<file path="src/rtl/blit_pkg.sv">
package blit_pkg;
  typedef enum logic [1:0] {ST_IDLE, ST_REQ, ST_RD, ST_WR} blit_state_e;

  localparam int unsigned REG_CTRL   = 0;
  localparam int unsigned REG_FILL   = 1;
  localparam int unsigned REG_SRC_HI = 2;
  localparam int unsigned REG_SRC_LO = 3;
  localparam int unsigned REG_DST_HI = 4;
  localparam int unsigned REG_DST_LO = 5;
  localparam int unsigned REG_WID    = 6;
  localparam int unsigned REG_HGT    = 7;
  localparam int unsigned CTRL_FILL_BIT = 0;
endpackage

</file>
<file path="src/rtl/blit_regs.sv">
module blit_regs #(
  parameter int unsigned DW   = 8,
  parameter int unsigned NREG = 8,
  localparam int unsigned OW  = $clog2(NREG)
) (
  input  logic                     clk_i,
  input  logic                     rst_ni,
  input  logic                     we_i,
  input  logic [OW-1:0]            addr_i,
  input  logic [DW-1:0]            wdata_i,
  output logic [NREG-1:0][DW-1:0]  regs_nxt_o
);
  logic [NREG-1:0][DW-1:0] regs_q;

  // writes accepted in every state; next-value view lets a same-cycle write reach the snapshot
  for (genvar g = 0; g < NREG; g++) begin : g_reg
    logic hit;
    assign hit = we_i && (addr_i == OW'(g));
    assign regs_nxt_o[g] = hit ? wdata_i : regs_q[g];
    always_ff @(posedge clk_i or negedge rst_ni) begin
      if (!rst_ni) regs_q[g] <= '0;
      else         regs_q[g] <= regs_nxt_o[g];
    end
  end
endmodule

</file>
<file path="src/rtl/blit_seq.sv">
module blit_seq
  import blit_pkg::*;
#(
  parameter int unsigned DW         = 8,
  parameter int unsigned AW         = 16,
  parameter int unsigned NREG       = 8,
  parameter int unsigned ROW_STRIDE = 256,
  parameter logic [7:0]  REV_MASK   = 8'h04
) (
  input  logic                    clk_i,
  input  logic                    rst_ni,
  input  logic                    start_i,
  input  logic                    grant_i,
  input  logic                    rev_sel_i,
  input  logic [NREG-1:0][DW-1:0] cfg_i,
  input  logic [DW-1:0]           mem_rdata_i,
  output logic                    halt_o,
  output logic [AW-1:0]           mem_addr_o,
  output logic [DW-1:0]           mem_wdata_o,
  output logic                    mem_rd_o,
  output logic                    mem_we_o
);
  localparam logic [AW-1:0] STRIDE = AW'(ROW_STRIDE);

  blit_state_e state_q;
  logic [AW-1:0] src_row_q, dst_row_q;
  logic [DW-1:0] col_q, row_q, wid_q, hgt_q, data_q, fill_q;
  logic          fill_mode_q;

  logic [DW-1:0] wid_eff, hgt_eff;
  logic [DW:0]   col_nxt, row_nxt;
  logic          row_end, job_end;
  logic [AW-1:0] col_ext;

  assign wid_eff = rev_sel_i ? (cfg_i[REG_WID] ^ DW'(REV_MASK)) : cfg_i[REG_WID];
  assign hgt_eff = rev_sel_i ? (cfg_i[REG_HGT] ^ DW'(REV_MASK)) : cfg_i[REG_HGT];

  // >= end test: a zero limit ends after one step instead of wrapping
  assign col_nxt = {1'b0, col_q} + 1'b1;
  assign row_nxt = {1'b0, row_q} + 1'b1;
  assign row_end = col_nxt >= {1'b0, wid_q};
  assign job_end = row_end && (row_nxt >= {1'b0, hgt_q});
  assign col_ext = {{(AW-DW){1'b0}}, col_q};

  always_ff @(posedge clk_i or negedge rst_ni) begin
    if (!rst_ni) begin
      state_q     <= ST_IDLE;
      src_row_q   <= '0;
      dst_row_q   <= '0;
      col_q       <= '0;
      row_q       <= '0;
      wid_q       <= '0;
      hgt_q       <= '0;
      data_q      <= '0;
      fill_q      <= '0;
      fill_mode_q <= 1'b0;
    end else begin
      unique case (state_q)
        ST_IDLE: if (start_i) state_q <= ST_REQ;
        ST_REQ: if (grant_i) begin
          src_row_q   <= {cfg_i[REG_SRC_HI], cfg_i[REG_SRC_LO]};
          dst_row_q   <= {cfg_i[REG_DST_HI], cfg_i[REG_DST_LO]};
          wid_q       <= wid_eff;
          hgt_q       <= hgt_eff;
          fill_q      <= cfg_i[REG_FILL];
          fill_mode_q <= cfg_i[REG_CTRL][CTRL_FILL_BIT];
          col_q       <= '0;
          row_q       <= '0;
          state_q     <= cfg_i[REG_CTRL][CTRL_FILL_BIT] ? ST_WR : ST_RD;
        end
        ST_RD: begin
          data_q  <= mem_rdata_i;
          state_q <= ST_WR;
        end
        ST_WR: begin
          if (job_end) begin
            state_q <= ST_IDLE;
          end else begin
            state_q <= fill_mode_q ? ST_WR : ST_RD;
            if (row_end) begin
              col_q     <= '0;
              row_q     <= row_nxt[DW-1:0];
              src_row_q <= src_row_q + STRIDE;
              dst_row_q <= dst_row_q + STRIDE;
            end else begin
              col_q <= col_nxt[DW-1:0];
            end
          end
        end
        default: state_q <= ST_IDLE;
      endcase
    end
  end

  assign halt_o      = state_q != ST_IDLE;
  assign mem_rd_o    = state_q == ST_RD;
  assign mem_we_o    = state_q == ST_WR;
  assign mem_wdata_o = fill_mode_q ? fill_q : data_q;
  always_comb begin
    mem_addr_o = '0;
    if (state_q == ST_RD)      mem_addr_o = src_row_q + col_ext;
    else if (state_q == ST_WR) mem_addr_o = dst_row_q + col_ext;
  end


  rd_then_wr_chk: assert property (@(posedge clk_i) disable iff (!rst_ni)
    mem_rd_o |=> mem_we_o);

  no_rd_wr_overlap_chk: assert property (@(posedge clk_i) disable iff (!rst_ni)
    !(mem_rd_o && mem_we_o));

  release_after_wr_chk: assert property (@(posedge clk_i) disable iff (!rst_ni)
    $fell(halt_o) |-> $past(mem_we_o));
endmodule

</file>
<file path="src/rtl/blit_engine.sv">
module blit_engine #(
  parameter int unsigned DW         = 8,
  parameter int unsigned AW         = 16,
  parameter int unsigned NREG       = 8,
  parameter int unsigned ROW_STRIDE = 256,
  localparam int unsigned OW        = $clog2(NREG)
) (
  input  logic          clk_i,
  input  logic          rst_ni,
  input  logic          rev_sel_i,
  input  logic          reg_we_i,
  input  logic [OW-1:0] reg_addr_i,
  input  logic [DW-1:0] reg_wdata_i,
  input  logic          bus_avail_i,
  input  logic          bus_state_i,
  output logic          halt_o,
  output logic          busy_o,
  output logic [AW-1:0] mem_addr_o,
  input  logic [DW-1:0] mem_rdata_i,
  output logic [DW-1:0] mem_wdata_o,
  output logic          mem_rd_o,
  output logic          mem_we_o
);
  logic [NREG-1:0][DW-1:0] cfg;
  logic start, grant;

  assign start = reg_we_i && (reg_addr_i == '0);
  assign grant = bus_avail_i && bus_state_i;

  blit_regs #(.DW(DW), .NREG(NREG)) u_regs (
    .clk_i, .rst_ni,
    .we_i      (reg_we_i),
    .addr_i    (reg_addr_i),
    .wdata_i   (reg_wdata_i),
    .regs_nxt_o(cfg)
  );

  blit_seq #(.DW(DW), .AW(AW), .NREG(NREG), .ROW_STRIDE(ROW_STRIDE)) u_seq (
    .clk_i, .rst_ni,
    .start_i    (start),
    .grant_i    (grant),
    .rev_sel_i,
    .cfg_i      (cfg),
    .mem_rdata_i,
    .halt_o,
    .mem_addr_o,
    .mem_wdata_o,
    .mem_rd_o,
    .mem_we_o
  );

  assign busy_o = halt_o;


  start_cause_chk: assert property (@(posedge clk_i) disable iff (!rst_ni)
    $rose(halt_o) |-> $past(reg_we_i && reg_addr_i == '0));

  no_access_first_busy_chk: assert property (@(posedge clk_i) disable iff (!rst_ni)
    $rose(busy_o) |-> !(mem_rd_o || mem_we_o));

  access_needs_halt_chk: assert property (@(posedge clk_i) disable iff (!rst_ni)
    (mem_rd_o || mem_we_o) |-> halt_o);
endmodule

</file>
<file path="config.mk">
export PLATFORM = sky130hd
export DESIGN_NAME = blit_engine
export DESIGN_NICKNAME = d
export VERILOG_FILES = /design/src/rtl/blit_pkg.sv /design/src/rtl/blit_regs.sv /design/src/rtl/blit_seq.sv /design/src/rtl/blit_engine.sv
export SDC_FILE = /design/constraint.sdc
export NUM_CORES = 1
export LEC_CHECK = 0
export ABC_CLOCK_PERIOD_IN_PS = 2800
export BUFFER_PORTS_ARGS = -buffer_cell sky130_fd_sc_hd__buf_4
export CAP_MARGIN = 10
export CORE_UTILIZATION = 55
export DETAILED_ROUTE_END_ITERATION = 8
export HOLD_SLACK_MARGIN = 0.05
export PLACE_DENSITY_LB_ADDON = 0.05
export SLEW_MARGIN = 20
export SYNTH_ARGS = -nofsm -noshare
export SYNTH_HDL_FRONTEND = slang
export SYNTH_SLANG_ARGS = --single-unit
</file>
<file path="constraint.sdc">
create_clock -name clk_i -period 2.8 [get_ports clk_i]
set_clock_uncertainty 0.1 [all_clocks]
set_input_delay 0.14 -clock clk_i [delete_from_list [all_inputs] [get_ports clk_i]]
set_output_delay 0.14 -clock clk_i [all_outputs]
set_load 0.05 [all_outputs]
</file>
==> metrics.cfg <==
[sta]
slew_headroom=0.521
fin_ws_ns=-0.240
setup_tns_ns=-6.12
worst_hold_slack_ns=0.0633
period_needed_ns=3.04
worstMarginPinSlew_ns=0.715
setup_viol=44
layout_worst_path_cycle_share=1.09
rsz0062_at_grt=yes
fmaxAchievable_mhz=329
slew_viol_final=0
hold_viol=0

[global_routing]
grt_max_degree=59
overflow=0
grt_pass1_wl_um=33700
grt_pass1_vias=6355
antenna_found_initial=0
grt_usage=0.313

[die]
start_util=0.570
rows=42
core_mm2=0.0134
num_io_pins=53
die_height_um=120
die_width_um=120
dieArea_mm2=0.0144

[final_layout]
drive_gt1_frac=0.361
final_net_count=985
fin_area_mm2=0.0103
final_common_cell=nand2_1
multi_input_area_mm2=0.00453
area_growth_pct=35.5
layout_common_cells=nand2_1, dfrtp_1, buf_4
antenna_cells=0
seqCellArea_mm2=0.00350
fillers=879

[pwr]
power_leakage_nw=4.70
design_power_total_mw=12.9
power_density_mw_per_mm2=1240
vdd_drop_max_mv=0.985

[detailed_routing]
routedWlPerCell_um=19.8
antenna_left=0
drc_errors=0
post_drt_via_cell_ratio=5.83
firstDrtPassIters=5
drt-initial-drc-count=454
wl_um=22000
num_vias=6476

[synth]
synth-edff-count=0
synthDistinctLibCells=57
ys_seq_area_frac=0.459
yosys_most_used_dff=dfrtp_1
synthCells=783
yosys_warnings=0
async_reset_ff_frac=1.00
ys_ff_latch=140
postSynthNetCount=846
avgSynthCellArea_um2=9.76
syn_area_mm2=0.00764

[cts]
htreeDepth=4
clkLatencyLatePin_ns=0.42
cts_made_buffers=17
path_clk_slew_ns=0.06
clock_path_buffers=2
root_buffer=clkbuf_16
cts.sinks=140
tritoncts=done

[setup_path]
cp_max_fo=7
worstSetupPathType=flop to flop
crit_required_ns=3.00
crit_path_end_kind=flop
start_kind=flop
cp.arrival_ns=3.24

[place]
dpl_cell_area_mm2=0.00860
io_buffer_count=52
dp_hpwl_um=14100
gp_congestion=0.892

[outcome]
violations=negative setup slack
outcome=finished with violations

[worst_hold_path]
hp-class=primary input to flop

[flow_run]
max_cap_violations=0

[per-stage QoR]
stage	worst slack, ns	instances	util
6_report	-0.240	1111	0.772
3_3_place_gp	-0.121	1034	0.641
5_1_grt	-0.383	1111	0.772
3_5_place_dp	-0.185	1034	0.641
2_1_floorplan	-0.0900	783	-
4_1_cts	-0.156	1102	0.745
[state kept, by name, indices dropped and copies added (netlist names)]
| name | flops |
|---|---|
| u_regs.regs_q | 57 |
| u_seq.col_q | 8 |
| u_seq.data_q | 8 |
| u_seq.dst_row_q | 16 |
| u_seq.fill_mode_q | 1 |
| u_seq.fill_q | 8 |
| u_seq.hgt_q | 8 |
| u_seq.row_q | 8 |
| u_seq.src_row_q | 16 |
| u_seq.state_q | 2 |
| u_seq.wid_q | 8 |
[path summary, 6_finish.rpt]
kind / startpoint / to / slack (ns) / cells past startpoint
max in group asynchronous: rst_ni / u_seq.src_row_q[4] / 1.64 / 3
worst max register to register: u_seq.col_q[0] / u_seq.row_q[6] / -0.24 / 12
worst max-delay path: u_seq.col_q[0] / u_seq.row_q[6] / -0.24 / 12
worst min register to register: u_seq.data_q[7] / u_seq.data_q[7] / 0.38 / 2
min in group asynchronous: rst_ni / u_seq.wid_q[5] / 0.18 / 2
worst min-delay path: reg_wdata_i[2] / u_regs.regs_q[42] / 0.06 / 2
[routing by layer]
layer  routed length (µm)  global-route usage
met3                  930              0.0604
met1                 9620               0.405
met5                    0                   0
met4                  690               0.133
met2                10800               0.513
[worst max-delay path, stage by stage, from the launching register on]
cell      delay [ns]
dfrtp_1         0.38
buf_6           0.11
ha_4            0.14
nand3_4         0.07
o21ai_1         0.28
nand2_4         0.09
ha_4            0.19
a211oi_2        0.21
nand2_1         0.12
a221o_1         0.43
o211ai_4        0.36
nor2_4          0.10
a221o_1         0.33
[report_power, final]
| group | internal [mW] | switching, mW | total [mW] |
|---|---|---|---|
| clock | 1.43 | 0.882 | 2.31 |
| sequential | 2.73 | 0.561 | 3.29 |
| combinational | 3.06 | 4.22 | 7.28 |
[cell type report]
type                       count  share of cell area
inverter                      26             0.00943
clock inverter                13              0.0157
multi-input combinational    578               0.437
tap                          176              0.0213
sequential                   140               0.339
clock buffer                  19              0.0428
timing repair buffer         159               0.135
[logic make-up (layout without fill, tap and decap cells)]
logic type | count (synthesis) | count (layout) | share of synthesized area
AND/OR/NAND/NOR | 292 | 292 | 0.175
flip-flops | 140 | 140 | 0.459
buffers and inverters | 65 | 217 | 0.0367
XOR/XNOR | 32 | 32 | 0.0367
AO/OA/AOI/OAI | 145 | 145 | 0.125
multiplexers | 71 | 71 | 0.104
adder cells (fa/ha/maj) | 38 | 38 | 0.0642
[what timing repair did]
item,CTS,global route
buffers inserted,19,10
gates resized for setup,92,63
setup endpoints to repair,45,45
pin swaps,35,46
hold endpoints to repair,114,0
hold buffers,18,0
[cells in the mapped netlist (3+ instances only)]
library cell  instances  area (µm²)
nand4_1               6        37.5
and3_1                7        43.8
inv_1                25        93.8
or3_1                 5        31.3
o221ai_1              9        78.8
buf_2                 5        25.0
a221o_1               4        40.0
ha_1                 36         450
a21o_1                6        45.0
nand2_1             161         604
buf_6                 3        33.8
o211ai_1             11        82.6
nand4b_1              3        26.3
nand2b_1              9        56.3
dfrtp_1             140        3500
xor2_1               10        87.6
mux2_2               65         732
a211oi_1              6        45.0
o22ai_1               6        37.5
o21a_1                4        30.0
xnor2_1              22         193
and2_1                3        18.8
mux2i_1               6        60.1
o21ai_0              37         185
nor2_1               23        86.3
nor3_1               20         100
nor2b_1               8        50.1
a22o_1                4        35.0
a21oi_1              38         190
nand3_1              36         180
clkbuf_1             28         105
o311ai_0              3        26.3
(Power assumes the default switching activity.)
